File: config.mk
export PLATFORM = sky130hd
export DESIGN_NAME = uart_regblock
export DESIGN_NICKNAME = d
export VERILOG_FILES = /design/src/rtl/uart_regblock_pkg.sv /design/src/rtl/uart_rx_fifo.sv /design/src/rtl/uart_reg_store.sv /design/src/rtl/uart_irq_ctrl.sv /design/src/rtl/uart_regblock.sv
export SDC_FILE = /design/constraint.sdc
export NUM_CORES = 1
export LEC_CHECK = 0
export BUFFER_PORTS_ARGS = -buffer_cell sky130_fd_sc_hd__buf_4
export CAP_MARGIN = 40
export CELL_PAD_IN_SITES_DETAIL_PLACEMENT = 1
export CELL_PAD_IN_SITES_GLOBAL_PLACEMENT = 2
export CORE_AREA = 3 3 264 266
export DETAILED_ROUTE_END_ITERATION = 8
export DIE_AREA = 0 0 267 269
export PLACE_DENSITY = 0.87
export REMOVE_ABC_BUFFERS = 1
export SKIP_LAST_GASP = 1
export SLEW_MARGIN = 20
export SYNTH_ARGS = -nofsm -noshare
export SYNTH_HDL_FRONTEND = slang
export SYNTH_SLANG_ARGS = --single-unit
export TNS_END_PERCENT = 1
File: constraint.sdc
create_clock -name clk_i -period 4.25 [get_ports clk_i]
set_clock_uncertainty 0.05 [all_clocks]
set_input_delay 0 -clock clk_i [delete_from_list [all_inputs] [get_ports clk_i]]
set_output_delay 0 -clock clk_i [all_outputs]
set_load 0.1 [all_outputs]
File: src/rtl/uart_regblock_pkg.sv
package uart_regblock_pkg;
  localparam int unsigned DATA_W    = 32;
  localparam int unsigned ADDR_W    = 4;
  localparam int unsigned NUM_WORDS = 15;  // word 15 and above undecoded

  localparam logic [ADDR_W-1:0] W_RX_CTRL   = 4'd2;
  localparam logic [ADDR_W-1:0] W_DOUT      = 4'd7;
  localparam logic [ADDR_W-1:0] W_STAT_PEEK = 4'd8;
  localparam logic [ADDR_W-1:0] W_STAT_POP  = 4'd9;
  localparam logic [ADDR_W-1:0] W_IRQ_MASK  = 4'd11;
  localparam logic [ADDR_W-1:0] W_IRQ_ACK   = 4'd12;
  localparam logic [ADDR_W-1:0] W_IRQ_RAW   = 4'd13;
  localparam logic [ADDR_W-1:0] W_IRQ_MSKD  = 4'd14;

  localparam int unsigned TX_RDY_BIT  = 24;
  localparam int unsigned TX_IDLE_BIT = 22;
  localparam int unsigned AVAIL_BIT   = 8;
  localparam int unsigned RX_EN_BIT   = 3;
  localparam int unsigned IRQ_RX_BIT  = 3;

  localparam logic [DATA_W-1:0] RX_CTRL_RST = 32'h0001_0000;
  localparam logic [DATA_W-1:0] TX_IRQ_SET  = 32'h0000_0003;
endpackage

File: src/rtl/uart_rx_fifo.sv
module uart_rx_fifo #(
  parameter int unsigned DEPTH = 16,
  parameter int unsigned W     = 8,
  localparam int unsigned PW   = $clog2(DEPTH),
  localparam int unsigned CW   = PW + 1
) (
  input  logic          clk_i,
  input  logic          rst_ni,
  input  logic          push_i,
  input  logic [W-1:0]  data_i,
  input  logic          pop_i,
  output logic [W-1:0]  head_o,
  output logic [CW-1:0] count_o,
  output logic          full_o,
  output logic          empty_o
);
  logic [W-1:0]  mem_q [DEPTH];
  logic [PW-1:0] wr_ptr_q;
  logic [CW-1:0] count_q;
  logic [PW-1:0] rd_idx;
  logic          do_push, do_pop;

  assign full_o  = (count_q == CW'(DEPTH));
  assign empty_o = (count_q == '0);
  assign do_push = push_i && !full_o;
  assign do_pop  = pop_i && !empty_o;
  // read position derived from write pointer and occupancy
  assign rd_idx  = wr_ptr_q - count_q[PW-1:0];
  assign head_o  = mem_q[rd_idx];
  assign count_o = count_q;

  for (genvar g = 0; g < DEPTH; g++) begin : g_mem
    always_ff @(posedge clk_i or negedge rst_ni) begin
      if (!rst_ni)                                mem_q[g] <= '0;
      else if (do_push && wr_ptr_q == PW'(g))     mem_q[g] <= data_i;
    end
  end

  always_ff @(posedge clk_i or negedge rst_ni) begin
    if (!rst_ni) begin
      wr_ptr_q <= '0;
      count_q  <= '0;
    end else begin
      if (do_push) wr_ptr_q <= wr_ptr_q + 1'b1;
      case ({do_push, do_pop})
        2'b10:   count_q <= count_q + 1'b1;
        2'b01:   count_q <= count_q - 1'b1;
        default: count_q <= count_q;
      endcase
    end
  end
endmodule

File: src/rtl/uart_reg_store.sv
module uart_reg_store
  import uart_regblock_pkg::*;
#(
  parameter int unsigned DW = DATA_W,
  parameter int unsigned AW = ADDR_W,
  parameter int unsigned NW = NUM_WORDS
) (
  input  logic                 clk_i,
  input  logic                 rst_ni,
  input  logic                 wr_en_i,
  input  logic [AW-1:0]        wr_addr_i,
  input  logic [DW-1:0]        wr_data_i,
  output logic [NW-1:0][DW-1:0] regs_o
);
  for (genvar g = 0; g < NW; g++) begin : g_word
    localparam logic [DW-1:0] RST_VAL = (AW'(g) == W_RX_CTRL) ? RX_CTRL_RST : '0;
    always_ff @(posedge clk_i or negedge rst_ni) begin
      if (!rst_ni)                              regs_o[g] <= RST_VAL;
      else if (wr_en_i && wr_addr_i == AW'(g))  regs_o[g] <= wr_data_i;
    end
  end
endmodule

File: src/rtl/uart_irq_ctrl.sv
module uart_irq_ctrl
  import uart_regblock_pkg::*;
#(
  parameter int unsigned DW = DATA_W
) (
  input  logic          clk_i,
  input  logic          rst_ni,
  input  logic          tx_fire_i,
  input  logic          ack_fire_i,
  input  logic          raw_wr_i,
  input  logic [DW-1:0] wdata_i,
  input  logic          rx_avail_i,
  input  logic [DW-1:0] mask_i,
  output logic [DW-1:0] raw_o,
  output logic [DW-1:0] masked_o,
  output logic          irq_o
);
  logic [DW-1:0] raw_q;

  always_ff @(posedge clk_i or negedge rst_ni) begin
    if (!rst_ni)         raw_q <= '0;
    else if (tx_fire_i)  raw_q <= raw_q | DW'(TX_IRQ_SET);
    else if (ack_fire_i) raw_q <= raw_q & ~wdata_i;
    else if (raw_wr_i)   raw_q <= wdata_i;
  end

  // receive cause follows occupancy, never latched
  always_comb begin
    raw_o             = raw_q;
    raw_o[IRQ_RX_BIT] = rx_avail_i;
  end
  assign masked_o = raw_o & mask_i;
  assign irq_o    = |masked_o;
endmodule

File: src/rtl/uart_regblock.sv
module uart_regblock
  import uart_regblock_pkg::*;
#(
  parameter int unsigned FIFO_DEPTH = 16,
  localparam int unsigned CW        = $clog2(FIFO_DEPTH) + 1
) (
  input  logic              clk_i,
  input  logic              rst_ni,
  input  logic              wr_en_i,
  input  logic [ADDR_W-1:0] wr_addr_i,
  input  logic [DATA_W-1:0] wr_data_i,
  input  logic              rd_en_i,
  input  logic [ADDR_W-1:0] rd_addr_i,
  output logic [DATA_W-1:0] rd_data_o,
  output logic              tx_valid_o,
  output logic [7:0]        tx_data_o,
  input  logic              rx_valid_i,
  input  logic [7:0]        rx_data_i,
  output logic              rx_ready_o,
  output logic              irq_o
);
  logic [NUM_WORDS-1:0][DATA_W-1:0] regs;
  logic [DATA_W-1:0] raw, masked, status;
  logic [7:0]        fifo_head;
  logic [CW-1:0]     fifo_count;
  logic              fifo_full, fifo_empty, rx_en, pop, push;
  logic              tx_fire, ack_fire, raw_wr;

  assign tx_fire  = wr_en_i && wr_addr_i == W_DOUT;
  assign ack_fire = wr_en_i && wr_addr_i == W_IRQ_ACK;
  assign raw_wr   = wr_en_i && wr_addr_i == W_IRQ_RAW;
  assign rx_en    = regs[W_RX_CTRL][RX_EN_BIT];
  assign rx_ready_o = rx_en && !fifo_full;
  assign push     = rx_valid_i && rx_ready_o;
  assign pop      = rd_en_i && rd_addr_i == W_STAT_POP;

  uart_reg_store u_store (
    .clk_i, .rst_ni, .wr_en_i, .wr_addr_i, .wr_data_i, .regs_o(regs)
  );

  uart_rx_fifo #(.DEPTH(FIFO_DEPTH), .W(8)) u_fifo (
    .clk_i, .rst_ni,
    .push_i(push), .data_i(rx_data_i), .pop_i(pop),
    .head_o(fifo_head), .count_o(fifo_count),
    .full_o(fifo_full), .empty_o(fifo_empty)
  );

  uart_irq_ctrl u_irq (
    .clk_i, .rst_ni,
    .tx_fire_i(tx_fire), .ack_fire_i(ack_fire), .raw_wr_i(raw_wr),
    .wdata_i(wr_data_i), .rx_avail_i(!fifo_empty),
    .mask_i(regs[W_IRQ_MASK]), .raw_o(raw), .masked_o(masked), .irq_o
  );

  always_ff @(posedge clk_i or negedge rst_ni) begin
    if (!rst_ni) begin
      tx_valid_o <= 1'b0;
      tx_data_o  <= '0;
    end else begin
      tx_valid_o <= tx_fire;
      if (tx_fire) tx_data_o <= wr_data_i[7:0];
    end
  end

  always_comb begin
    status              = '0;
    status[TX_RDY_BIT]  = 1'b1;
    status[TX_IDLE_BIT] = 1'b1;
    status[AVAIL_BIT]   = !fifo_empty;
    status[7:0]         = fifo_head;
  end

  always_comb begin
    unique case (rd_addr_i)
      W_STAT_PEEK, W_STAT_POP: rd_data_o = status;
      W_IRQ_RAW:               rd_data_o = raw;
      W_IRQ_MSKD:              rd_data_o = masked;
      default: rd_data_o = (int'(rd_addr_i) < NUM_WORDS) ?
                           regs[rd_addr_i[3:0]] : '0;
    endcase
  end
endmodule

==> metrics.log <==
INFO  metric total_of_buffers_placed_on_input_and_output_ports = 95
INFO  metric place_hpwl = 52960 um
INFO  metric seq_power_share = 0.413
INFO  metric fp-row-count = 95
INFO  metric area_growth = 15.41%
INFO  metric worst_setup_path_start_kind = register
INFO  metric track_usage = 0.2417
INFO  metric layout.nets = 2345
INFO  metric tns = 0 ns
INFO  metric synth_top_cell_area_share = 0.5332
INFO  metric grt_antenna_before_repair = 2
INFO  metric synthSimpleGateAreaFrac = 0.05011
INFO  metric share_comb_of_total_power = 0.279
INFO  metric clock_tree.htree_level_count = 3
INFO  metric report.final.slew_viol_count = 0
INFO  metric clkTransAtPathRegs = ~0.060 ns
INFO  metric intPower = 0.01436 W
INFO  metric crit_type = register to output port
INFO  metric grt_start_max_net_pins = 114
INFO  metric via_per_inst = 6.035
INFO  metric power.net_switching = 0.006588 W
INFO  metric number_of_buffers_created_by_cts = 72
INFO  metric tritoncts_num_sinks = between 600 and 700
INFO  metric cp_data_required_time = 4.20 ns
INFO  metric fmax = 272.0 MHz
INFO  metric failing_checks = negative hold slack
INFO  metric wire_per_inst = around 27 um
INFO  metric floorplan.die.height = 269 um
INFO  metric synth_async_sr_flop_share = 1.000
INFO  metric finalCriticalPeriod = around 3.7 ns
INFO  metric syn-mean-instance-area = 13.81 sq um
INFO  metric synth_cell_types = 60
INFO  metric clock_tree.buffer_depth = 3
INFO  metric finish.utilization = 0.5200
INFO  metric syn-instance-count = 2195
INFO  metric num_vias = 19390
INFO  metric fp.dieW = 267 um
INFO  metric numPlacedInstances = 3033
INFO  metric max_cap_violations = 0
INFO  metric muxShareOfSynthArea = 0.3216
INFO  metric vias_in_the_first_global_route = 21720
INFO  metric timing_hold_violations_final = 3
INFO  metric synth_seq_area_share = 0.5341
INFO  metric dpl-instance-area = 32020 sq um
INFO  metric max_slew.worst_pin.slew = between 0.9 and 1 ns
INFO  metric routabilityCongestion = 0.7967
INFO  metric hp-class = input pin to asynchronous set/reset pin
INFO  metric first_iter_violations = 1161
INFO  metric fraction_of_layout_instances_using_a_drive_strength_above_1 = 0.4260
INFO  metric ys_warn_count = 0
INFO  metric synth-edff-count = 0
INFO  metric wirelength = 85670 um
INFO  metric clkPwrFrac = 0.309
INFO  metric synthFlopType = dfrtp_1
INFO  metric critical_path.max_fanout = 32
INFO  metric fin_worst_hold_slack = -0.003039 ns
INFO  metric headroom_to_the_max_slew_limit = 0.3370
INFO  metric clk_root_buffer_cell = clkbuf_16
INFO  metric design.core.area = 67280 sq um
INFO  metric worst_skew_pair.late_latency = 0.63 ns
INFO  metric run_status = complete, but fails checks
INFO  metric synth_compound_area_frac = 0.05811
INFO  metric layout.cell_area.non_filler = 34990 sq um
INFO  metric grt_remaining_overflow = 0
INFO  metric synth_top_area_cell = dfrtp_1
INFO  metric io-pin-count = 96
INFO  metric power.ir.vdd_worst = 402.5 uV
INFO  metric initial_core_util = 0.4506
INFO  metric power_density = around 600 nW/um^2
INFO  metric synth_xor_xnor_area_share = 0.003178
INFO  metric synth_adder_area_share = 0.005200
INFO  metric largest_family_of_logic_cells_by_synthesized_area = multiplexers
INFO  metric mappedNetlistArea = 30320 sq um
INFO  metric antenna_violating_nets_post_route = 0
INFO  metric final.period_utilization = 0.8652
INFO  metric layout.cells.non_filler = 3213
INFO  metric drt_pre_antenna_iters = 5
INFO  metric die_area = ~72000 sq um
INFO  metric sw_frac_of_total = 0.3146
INFO  metric grt_first_pass_wirelength = around 130000 um
INFO  metric cts_tree = done
INFO  metric grt_setup_unrepaired = no
INFO  metric yosys-top-cells-area = dfrtp_1, mux2_2, mux4_2, mux2i_1, nand2_1
INFO  metric detail_route.drc_violations = 0
INFO  metric worstPathArrival = 3.63 ns
INFO  metric p_leak = 15.97 nW
INFO  metric crit_end_category = output port
INFO  metric ys_seq_elements = 647
INFO  metric setup_violations = 0
-- repair_timing --
| action | 4_1_cts | 5_1_grt |
|---|---|---|
| endpoints found under the hold margin | 742 | 14 |
| gates resized for setup | 0 | 0 |
| buffers inserted | 0 | 0 |
| hold buffers | 43 | 1 |
-- cell type report --
class	instances	area (sq um)
inverters	9	33.78
flip-flops and latches	647	16190
clock buffers	111	2170
multi-input cells	1351	13400
diodes	2	5.005
well taps	873	1092
clock inverters	21	306.5
fillers	6517	32290
repair buffers	199	1790
-- cells in the mapped netlist (all sizes together), types with 21 or more instances --
master    n
mux2    611
o221ai   27
nand3    32
buf      62
a221oi   24
a21o     21
o22ai    47
nand2   203
clkbuf  126
mux4     82
a22o     31
mux2i    99
dfrtp   646
-- state kept, by name, summed over array words and instances, names as in the netlist --
signal,count
u_fifo.wr_ptr_q,4
tx_data_o,7
tx_valid_o,1
u_irq.raw_q,31
u_store.regs_o,471
u_fifo.count_o,5
u_fifo.mem_q,128
-- kinds of logic after synthesis --
group | after synthesis
AND/OR/NAND/NOR | 303
multiplexers | 792
adder cells (fa/ha/maj) | 12
AO/OA/AOI/OAI | 233
XOR/XNOR | 11
buffers and inverters | 197
flip-flops | 647
-- worst max-delay path, stage by stage, from the launching register on --
cell and delay, ns:
dfrtp_1 0.44, inv_1 0.13, ha_2 0.19, inv_1 0.05, fa_1 0.47, buf_4 0.43
mux4_2 0.39, mux2_2 0.31, o21ai_0 0.12, o211ai_1 0.16, buf_4 0.28
-- power by group through the flow --
stage	Combinational, W	Sequential, W	Clock, W
global route	0.00626	0.00881	0.00688
CTS	0.00586	0.00861	0.00661
detailed placement	0.00580	0.00870	0
finish	0.00584	0.00864	0.00647
global placement	0.00556	0.00853	0
floorplan	0.00420	0.00848	0
-- routing by layer --
layer / wire, um / GRT usage
met2: 43090 / 0.4170
met3: 3231 / 0.03358
met1: 36810 / 0.3152
met5: 0 / 0
met4: 2538 / 0.08373
-- placed cells by master, fill, tap and decap left out, drive strengths merged, types with 9 or more instances in the layout --
cell	instances
dfrtp	646
a221o	9
ha	11
o221ai	27
o22ai	47
nand3	32
nand2	203
mux2	611
dlygate4sd3	44
a21oi	15
clkinv	10
mux2i	99
buf	154
nor2	16
a221oi	24
clkbuf	112
a22o	31
o211ai	15
and3b	10
a21o	21
mux4	82
nand2b	9
inv	13
o21ai	14
a22oi	13
-- worst paths after layout --
kind | start | endpoint | slack (ns) | depth (start not counted)
setup / recovery | u_fifo.wr_ptr_q[0]$_DFFE_PN0P_ | rd_data_o[4] | 0.57 | 10
hold / removal | rst_ni | u_store.regs_o[203]$_DFFE_PN0P_ | -0.003 | 2
setup reg to reg | u_fifo.count_o[1]$_DFFE_PN0P_ | u_fifo.count_o[4]$_DFFE_PN0P_ | 0.78 | 11
hold reg to reg | u_store.regs_o[429]$_DFFE_PN0P_ | u_store.regs_o[429]$_DFFE_PN0P_ | 0.43 | 2
max in group asynchronous | rst_ni | u_store.regs_o[302]$_DFFE_PN0P_ | 2.92 | 3
min in group clk_i | wr_addr_i[2] | u_store.regs_o[119]$_DFFE_PN0P_ | 0.07 | 4
-- per-stage QoR --
step	worst slack [ns]	power, W
2_1_floorplan	0.2884	0.01268
5_1_grt	0.3859	0.02194
3_3_place_gp	0.9926	0.01409
3_5_place_dp	0.8529	0.01449
4_1_cts	0.5748	0.02108
6_report	0.5729	0.02095
Note: power is estimated with default switching activity, not from simulation.
